[config.mk]
export PLATFORM = sky130hd
export DESIGN_NAME = tpg_top
export DESIGN_NICKNAME = d
export VERILOG_FILES = /design/src/rtl/tpg_pkg.sv /design/src/rtl/tpg_prbs.sv /design/src/rtl/tpg_shift.sv /design/src/rtl/tpg_top.sv
export SDC_FILE = /design/constraint.sdc
export NUM_CORES = 1
export LEC_CHECK = 0
export CAP_MARGIN = 15
export CORE_ASPECT_RATIO = 0.75
export CORE_MARGIN = 2
export CORE_UTILIZATION = 43
export DETAILED_ROUTE_END_ITERATION = 7
export GPL_TIMING_DRIVEN = 0
export PLACE_DENSITY = 0.79
export SLEW_MARGIN = 20
export SYNTH_ARGS = -nofsm -noshare
export SYNTH_HDL_FRONTEND = slang
export SYNTH_SLANG_ARGS = --single-unit
[constraint.sdc]
create_clock -name clk -period 3.6 [get_ports clk]
set_clock_uncertainty 0.2 [all_clocks]
set_input_delay 1.08 -clock clk [delete_from_list [all_inputs] [get_ports clk]]
set_output_delay 1.08 -clock clk [all_outputs]
set_load 0.01 [all_outputs]
[src/rtl/tpg_pkg.sv]
package tpg_pkg;
   localparam int LFSR_W = 31;

   typedef enum logic [2:0] {
      SEL_ZERO  = 3'b000,
      SEL_NORM  = 3'b001,
      SEL_PRBS  = 3'b010,
      SEL_SHIFT = 3'b100
   } out_sel_e;

   typedef enum logic [1:0] {
      PW_IDLE = 2'd0,
      PW_8    = 2'd1,
      PW_1    = 2'd2,
      PW_FULL = 2'd3
   } prbs_width_e;

   // feedback bit for the selected polynomial
   function automatic logic prbs_fb(input logic [LFSR_W-1:0] s, input logic [1:0] mode);
      logic b;
      case (mode)
         2'd0:    b = s[10] ^ s[8];
         2'd1:    b = s[14] ^ s[13];
         2'd2:    b = s[6]  ^ s[5];
         default: b = s[30] ^ s[27];
      endcase
      return b;
   endfunction
endpackage

[src/rtl/tpg_prbs.sv]
module tpg_prbs
   import tpg_pkg::*;
#(
   parameter int CHAR_W = 10
) (
   input  logic              clk,
   input  logic              rst_n,
   input  logic              en,
   input  logic [1:0]        mode,
   input  logic [1:0]        width,
   output logic [CHAR_W-1:0] word
);
   if (CHAR_W < 8) begin : g_bad_width
      $error("tpg_prbs: CHAR_W must be at least 8");
   end

   logic [LFSR_W-1:0] state_q;
   logic [LFSR_W-1:0] state_d;
   logic [LFSR_W-1:0] chain [CHAR_W+1];
   logic [CHAR_W-1:0] bits;

   assign chain[0] = state_q;
   for (genvar g = 0; g < CHAR_W; g++) begin : g_step
      assign bits[g]    = prbs_fb(chain[g], mode);
      assign chain[g+1] = {chain[g][LFSR_W-2:0], bits[g]};
   end

   always_comb begin
      word    = '0;
      state_d = state_q;
      if (!en) begin
         state_d = '1;
      end else begin
         case (prbs_width_e'(width))
            PW_8: begin
               word    = {{(CHAR_W-8){1'b0}}, bits[7:0]};
               state_d = chain[8];
            end
            PW_1: begin
               word    = {{(CHAR_W-1){1'b0}}, bits[0]};
               state_d = chain[1];
            end
            PW_FULL: begin
               word    = bits;
               state_d = chain[CHAR_W];
            end
            default: ;
         endcase
      end
   end

   always_ff @(posedge clk or negedge rst_n) begin
      if (!rst_n) state_q <= '1;
      else        state_q <= state_d;
   end

   assert_idle_hold_R7: assert property (@(posedge clk) disable iff (!rst_n)
      (en && width == PW_IDLE) |=> state_q == $past(state_q));

   assert_idle_word_R7: assert property (@(posedge clk) disable iff (!rst_n)
      (en && width == PW_IDLE) |-> word == '0);
endmodule

[src/rtl/tpg_shift.sv]
module tpg_shift #(
   parameter int CHAR_W    = 10,
   parameter int NUM_CHARS = 8,
   parameter int REP_W     = 3,
   localparam int PAT_W    = CHAR_W * NUM_CHARS,
   localparam int IDX_W    = $clog2(NUM_CHARS)
) (
   input  logic              clk,
   input  logic              rst_n,
   input  logic              en,
   input  logic [REP_W-1:0]  repeat_cnt,
   input  logic [PAT_W-1:0]  pattern,
   output logic [CHAR_W-1:0] char_out
);
   if (NUM_CHARS < 2) begin : g_bad_chars
      $error("tpg_shift: NUM_CHARS must be at least 2");
   end

   localparam logic [IDX_W-1:0] LAST = IDX_W'(NUM_CHARS - 1);

   logic [CHAR_W-1:0] chars [NUM_CHARS];
   logic [IDX_W-1:0]  idx_q;
   logic [REP_W-1:0]  hold_q;

   for (genvar g = 0; g < NUM_CHARS; g++) begin : g_char
      assign chars[g] = pattern[g*CHAR_W +: CHAR_W];
   end

   assign char_out = en ? chars[idx_q] : '0;

   always_ff @(posedge clk or negedge rst_n) begin
      if (!rst_n) begin
         idx_q  <= '0;
         hold_q <= '0;
      end else if (!en) begin
         idx_q  <= '0;
         hold_q <= '0;
      end else if (hold_q >= repeat_cnt) begin
         hold_q <= '0;
         idx_q  <= (idx_q == LAST) ? '0 : idx_q + 1'b1;
      end else begin
         hold_q <= hold_q + 1'b1;
      end
   end

   assert_hold_char_R9: assert property (@(posedge clk) disable iff (!rst_n)
      (en && hold_q < repeat_cnt) |=> idx_q == $past(idx_q));

   assert_advance_R8: assert property (@(posedge clk) disable iff (!rst_n)
      (en && hold_q >= repeat_cnt && idx_q == LAST) |=> idx_q == '0);
endmodule

[src/rtl/tpg_top.sv]
module tpg_top
   import tpg_pkg::*;
#(
   parameter int CHAR_W    = 10,
   parameter int NUM_CHARS = 8,
   parameter int REP_W     = 3,
   localparam int PAT_W    = CHAR_W * NUM_CHARS
) (
   input  logic              clk,
   input  logic              rst_n,
   input  logic [2:0]        out_sel,
   input  logic              prbs_en,
   input  logic [1:0]        prbs_mode,
   input  logic [1:0]        prbs_width,
   input  logic              shift_en,
   input  logic [REP_W-1:0]  shift_repeat,
   input  logic [PAT_W-1:0]  shift_pattern,
   input  logic [CHAR_W-1:0] normal_data,
   output logic [CHAR_W-1:0] tmds_out
);
   logic [CHAR_W-1:0] prbs_word;
   logic [CHAR_W-1:0] shift_char;
   logic [CHAR_W-1:0] mux_d;

   tpg_prbs #(.CHAR_W(CHAR_W)) prbs_i (
      .clk   (clk),
      .rst_n (rst_n),
      .en    (prbs_en),
      .mode  (prbs_mode),
      .width (prbs_width),
      .word  (prbs_word)
   );

   tpg_shift #(.CHAR_W(CHAR_W), .NUM_CHARS(NUM_CHARS), .REP_W(REP_W)) shift_i (
      .clk        (clk),
      .rst_n      (rst_n),
      .en         (shift_en),
      .repeat_cnt (shift_repeat),
      .pattern    (shift_pattern),
      .char_out   (shift_char)
   );

   always_comb begin
      case (out_sel)
         SEL_NORM:  mux_d = normal_data;
         SEL_PRBS:  mux_d = prbs_word;
         SEL_SHIFT: mux_d = shift_char;
         default:   mux_d = '0;
      endcase
   end

   always_ff @(posedge clk or negedge rst_n) begin
      if (!rst_n) tmds_out <= '0;
      else        tmds_out <= mux_d;
   end

   assert_pass_normal_R2: assert property (@(posedge clk) disable iff (!rst_n)
      (out_sel == SEL_NORM) |=> tmds_out == $past(normal_data));

   assert_zero_sel_R3: assert property (@(posedge clk) disable iff (!rst_n)
      !(out_sel inside {SEL_NORM, SEL_PRBS, SEL_SHIFT}) |=> tmds_out == '0);

   assert_prbs_off_R4: assert property (@(posedge clk) disable iff (!rst_n)
      (out_sel == SEL_PRBS && !prbs_en) |=> tmds_out == '0);

   assert_byte_upper_R6: assert property (@(posedge clk) disable iff (!rst_n)
      (out_sel == SEL_PRBS && prbs_width == PW_8) |=> tmds_out[CHAR_W-1:8] == '0);

   assert_bit_upper_R6: assert property (@(posedge clk) disable iff (!rst_n)
      (out_sel == SEL_PRBS && prbs_width == PW_1) |=> tmds_out[CHAR_W-1:1] == '0);

   assert_shift_off_R10: assert property (@(posedge clk) disable iff (!rst_n)
      (out_sel == SEL_SHIFT && !shift_en) |=> tmds_out == '0);
endmodule

After elaboration in Yosys (flattened, before gate mapping)
Index checks and enable logic that the tools add are counted.

Output and inout bits: 10. Register bits after elaboration: 47. Word-level logic and storage cells: 83. Bits of input ports: 104.

Order comparisons: 2. Bitwise gates (word level): 39. Equality and inequality tests: 11. $add $sub $neg: 2. Muxes and demuxes: 24. Reductions and logical operators: 1.

Operator list (count): 31-bit one-hot mux with 3 select lines (1); 10-bit one-hot mux with 3 select lines (2); 10-bit two-way mux (4); 1-bit bitwise XOR (38); 31-bit two-way mux (1); 10-bit binary-select mux with 3-bit select (1); 1-bit one-hot mux with 3 select lines (10); 3-bit two-way mux (5); 3-bit by 1-bit adder with 3-bit output (second input constant) (2); 2-bit equality test (second input constant) (3); 3-bit equality test (second input constant) (2); 2-bit by 1-bit equality test with 1-bit output (second input constant) (2); 4-bit greater-or-equal comparator (second input constant) (1); 4-bit by 1-bit != test with 1-bit output (second input constant) (1); 3-bit inverter with 4-bit output (1); 3-bit by 1-bit equality test with 1-bit output (second input constant) (1); 3-bit by 2-bit equality test with 1-bit output (second input constant) (1); 3-bit greater-or-equal comparator (1); 2-bit zero test (1); 2-bit by 1-bit != test with 1-bit output (second input constant) (1).

Depth between registers and ports, before layout
Depth after elaboration: 7. Gate-level depth with buffers: 7. Depth with buffers taken out: 7.

By module
From an unflattened synthesis, not the netlist that was laid out.

Cell total of the unflattened synthesis: 422. Area total of the unflattened synthesis: 4115.2 um^2.

By module, submodules not included: tpg_prbs (area each 2496.1 um^2, instances 1, cells each 291); tpg_shift (area each 1033.5 um^2, instances 1, cells each 85); tpg_top (area each 585.6 um^2, instances 1, cells each 46).

Worst setup path after synthesis
No wires, ideal clock.

Path kind: in2reg. Start point: in prbs_mode[0]. End point: reg prbs_i.state_q[0]. Path buffers: 2. Setup slack: 948 ps. Stages: 6. Data arrival time: 2364 ps. Cell sequence: buf_2 buf_1 mux4_2 nand2_1 nand2_1 or3_1.

Word-level cells in the longest chain between the ends: 6. Elaborated cells between the ends (all ways): 14.

Ends and longest elaborated chain: start, declared (RTL line tpg_top.sv:13) `input logic [1:0] prbs_mode,`; 2-bit equality test (tied with other cells) (RTL line tpg_pkg.sv:21) `case (mode)`; 1-bit one-hot mux with 3 select lines (RTL line tpg_pkg.sv:21); 1-bit bitwise XOR, on equally long branches (RTL line tpg_pkg.sv:24, tpg_pkg.sv:22); 1-bit one-hot mux with 3 select lines (RTL line tpg_pkg.sv:21); 31-bit one-hot mux with 3 select lines * (RTL line tpg_prbs.sv:34) `case (prbs_width_e'(width))`; 31-bit two-way mux * (RTL line tpg_prbs.sv:31) `if (!en) begin`; end signal, assigned (RTL line tpg_prbs.sv:54) `else state_q <= state_d;`; end, declared (RTL line tpg_prbs.sv:17) `logic [LFSR_W-1:0] state_q;`.

Mark *: on every way between the ends. The rest lies on a longest branch, timed or not. A chain may end at the register's enable or synchronous reset.

Worst setup path after layout
Start point: in prbs_width[1]. End point: reg prbs_i.state_q[12].

Word-level cells in the longest chain between the ends: 3. Elaborated cells between the ends (all ways): 6.

Ends and longest elaborated chain: start, declared (RTL line tpg_top.sv:14) `input logic [1:0] prbs_width,`; 2-bit equality test / 2-bit by 1-bit equality test with 1-bit output (equally long branches) (RTL line tpg_prbs.sv:34); 31-bit one-hot mux with 3 select lines (RTL line tpg_prbs.sv:34); 31-bit two-way mux (RTL line tpg_prbs.sv:31).

Several ways; a longest one is shown, not always the timed one.

==> results.sh <==
export IMPL_clk_latency_ns=0.29
export IMPL_intPower_mw=1.393
export IMPL_worstPathArrival_ns=3.01
export IMPL_path_max_fanout=10
export IMPL_hp_class="register to register"
export IMPL_antenna_diode_count=0
export IMPL_postCtsHoldBufs=0
export IMPL_path_class="input port to register"
export IMPL_numCtsBuffers=5
export IMPL_cts_sinks=47
export IMPL_r2r_start="prbs_i.state_q[10]"
export IMPL_grt_pass1_vias=3715
export IMPL_hold_violations=0
export IMPL_clk_path_buf_depth=2
export IMPL_htree_levels=2
export IMPL_nFillCells=746
export IMPL_dpl_hpwl_mm=9.202
export IMPL_layout_worst_path_cycle_share_pct=83.22
export IMPL_status="finished clean"
export IMPL_dieHeight_um=86.86
export IMPL_cp_data_required_time_ns=3.61
export IMPL_setup_viol=0
export IMPL_pwr_share_seq_pct=31.0
export IMPL_synth_top_area_share_pct=24.60
export IMPL_post_cts_resize_count=0
export IMPL_via_per_inst=5.960
export IMPL_wirelength_mm=11.51
export IMPL_crit_family="buffers and inverters"
export IMPL_final_max_slew_viol_count=0
export IMPL_layout_drive_gt1_share_pct=23.88
export IMPL_core_area_um2=8971
export IMPL_port_buffers=110
export IMPL_postCtsSetupBuffers=0
export IMPL_grt_max_degree=32
export IMPL_die_w_um=114.5
export IMPL_synth_fp_nets=481
export IMPL_path_cells="clkdlybuf4s50_1 > buf_2 > buf_2 > clkbuf_1 > o211ai_1 > o211ai_1"
export IMPL_synth_edf_count=0
export IMPL_ys_top_cells_by_count="43 x mux4_2, 38 x nand2_1, 31 x dfstp_2"
export IMPL_dr_pass1_iters=5
export IMPL_reg2regPathDepth=6
export IMPL_synth_top_cells_by_area="mux4_2 25%, dfstp_2 21%, dfrtp_1 10%"
export IMPL_via_count=3588
export IMPL_grt_pass1_wl_mm=18.82
export IMPL_drt_iter0_drc=321
export IMPL_synth_most_common_cell="mux4_2"
export IMPL_worstMarginPinSlew_ns=0.7093
export IMPL_critPathMaxStageDelay_ns=0.55
export IMPL_ios=114
export IMPL_syn_inst=371
export IMPL_worstReg2RegEnd="prbs_i.state_q[0]"
export IMPL_ys_flop_type="dfstp_2"
export IMPL_yosysWarnings=0
export IMPL_layout_nets=599
export IMPL_relSlewSlack_pct=52.50
export IMPL_initial_core_util_pct=43.88
export IMPL_setup_worst_path_end_class="register"
export IMPL_final_util_pct=59.72
export IMPL_pwr_share_comb_pct=45.1
export IMPL_rows=30
export IMPL_netlist_area_um2=3936
export IMPL_grt_overflow_total=0
export IMPL_vdd_drop_max_v=0.0002151
export IMPL_worst_path_stages=6
export IMPL_avgSynthCellArea_um2=10.61
export IMPL_rsz0062_at_grt="false"
export IMPL_crit_path_end="prbs_i.state_q[12]"
export IMPL_tns_ns=0
export IMPL_drc_errors=0
export IMPL_maxCapViolCount=0
export IMPL_postRouteAntennaNets=0
export IMPL_switching_share_pct=32.31
export IMPL_rrSetupSlack_ns=1.39
export IMPL_pwr_density_cell_nw_per_um2=384.2
export IMPL_ys_types=50
export IMPL_antenna_found_initial=0
export IMPL_async_flop_share_pct=100.0
export IMPL_p_clk_share_pct=23.9
export IMPL_fp_dieArea_um2=9944
export IMPL_fmax_mhz=333.8
export IMPL_worst_path_max_delay_cell="clkdlybuf4s50_1"
export IMPL_globalplace_congestion=0.9048
export IMPL_fin_crit_ns=2.996
export IMPL_clk_pin_slew_worst_paths_ns=0.06
export IMPL_synth_area_leader_cell="mux4_2"
export IMPL_switching_power_mw=0.6651
export IMPL_wire_per_inst_um=19.11
export IMPL_grt_usage_pct=24.57
export IMPL_power_leakage_nw=2.165
export IMPL_cts_tree="yes"
export IMPL_worst_path_buf_inv=4
export IMPL_ys_ff_latch=47
export IMPL_syn2layout_area_growth_pct=36.11
export IMPL_synth_seq_area_share_pct=30.86
export IMPL_worstSetupStartpoint="prbs_width[1]"
export IMPL_cts_root_buf="clkbuf_16"
export IMPL_critPathLaunchType="input port"
sequential cells by signal, indices dropped and copies added (netlist names):
name	cells
prbs_i.state_q	31
tmds_out	10
shift_i.hold_q	3
shift_i.idx_q	3
worst min path at each step:
| stage | startpoint | endpoint | slack, ns | cells after the start |
|---|---|---|---|---|
| final | shift_i.hold_q[0] | shift_i.hold_q[0] | 0.27 | 1 |
| after global routing | shift_i.hold_q[0] | shift_i.hold_q[0] | 0.31 | 1 |
| after CTS | shift_i.hold_q[0] | shift_i.hold_q[0] | 0.28 | 1 |
| after detailed placement | shift_i.hold_q[0] | shift_i.hold_q[0] | 0.27 | 1 |
| after global placement | shift_i.hold_q[0] | shift_i.hold_q[0] | 0.25 | 1 |
| after floorplan | shift_i.hold_q[0] | shift_i.hold_q[0] | 0.23 | 1 |
per-layer routing:
metal  global-route usage, %  routed length [um]  up-vias
li1                        -                   -     1575
met3                   4.662                1062       24
met4                   6.763                 182        0
met1                   34.50                4818     1800
met2                   39.38                5441      189
met5                       0                   0        -
kinds of logic (layout without fill, tap and decap cells):
logic type	Yosys count	count (layout)	synth area share, %
xor+xnor	35	35	8.169
flops	47	47	30.86
fa+ha+maj	6	6	1.907
simple gates	86	86	10.43
buf+inv	67	186	7.533
compound gates	65	65	10.84
mux	65	65	30.26
stage by stage:
stage	total power, mW	setup WS [ns]	std cells	area [um^2]	hold WS [ns]
floorplan	1.274	0.9482	371	3936	0.2322
global placement	1.543	-0.04201	593	5177	0.2530
detailed placement	1.570	0.3845	594	5197	0.2671
CTS	2.067	0.6609	602	5358	0.2755
global route	2.175	0.5120	602	5358	0.3086
finish	2.059	0.6042	602	5358	0.2668
power groups by stage:
| stage | sequential, mW | clock (mW) | combinational [mW] |
|---|---|---|---|
| 2_1_floorplan | 0.638 | 0 | 0.636 |
| 3_3_place_gp | 0.642 | 0 | 0.901 |
| 3_5_place_dp | 0.645 | 0 | 0.925 |
| 4_1_cts | 0.637 | 0.501 | 0.929 |
| 5_1_grt | 0.643 | 0.524 | 1.01 |
| 6_report | 0.638 | 0.492 | 0.929 |
final cells by class:
class | count | area, um^2 | area share [%]
timing repair buffer | 111 | 1116 | 20.83
buffer | 38 | 187.7 | 3.503
inverter | 29 | 108.9 | 2.032
clock inverter | 1 | 7.507 | 0.1401
multi-input combinational | 257 | 2430 | 45.35
tap | 112 | 140.1 | 2.616
sequential | 47 | 1215 | 22.68
clock buffer | 7 | 152.6 | 2.849
placed cells by master (no fill, tap or decap), types with 14 or more instances in the layout:
| cell type | Yosys | routed |
|---|---|---|
| nand2_1 | 38 | 38 |
| clkdlybuf4s50_1 | 0 | 109 |
| dfrtp_1 | 16 | 16 |
| buf_2 | 18 | 19 |
| mux2i_1 | 20 | 20 |
| mux4_2 | 43 | 43 |
| nor2_1 | 22 | 22 |
| xnor2_1 | 23 | 23 |
| o21ai_0 | 17 | 17 |
| inv_1 | 28 | 28 |
| a21oi_1 | 16 | 16 |
| clkbuf_1 | 14 | 14 |
| dfstp_2 | 31 | 31 |
Note: power is estimated with default switching activity, not from simulation.
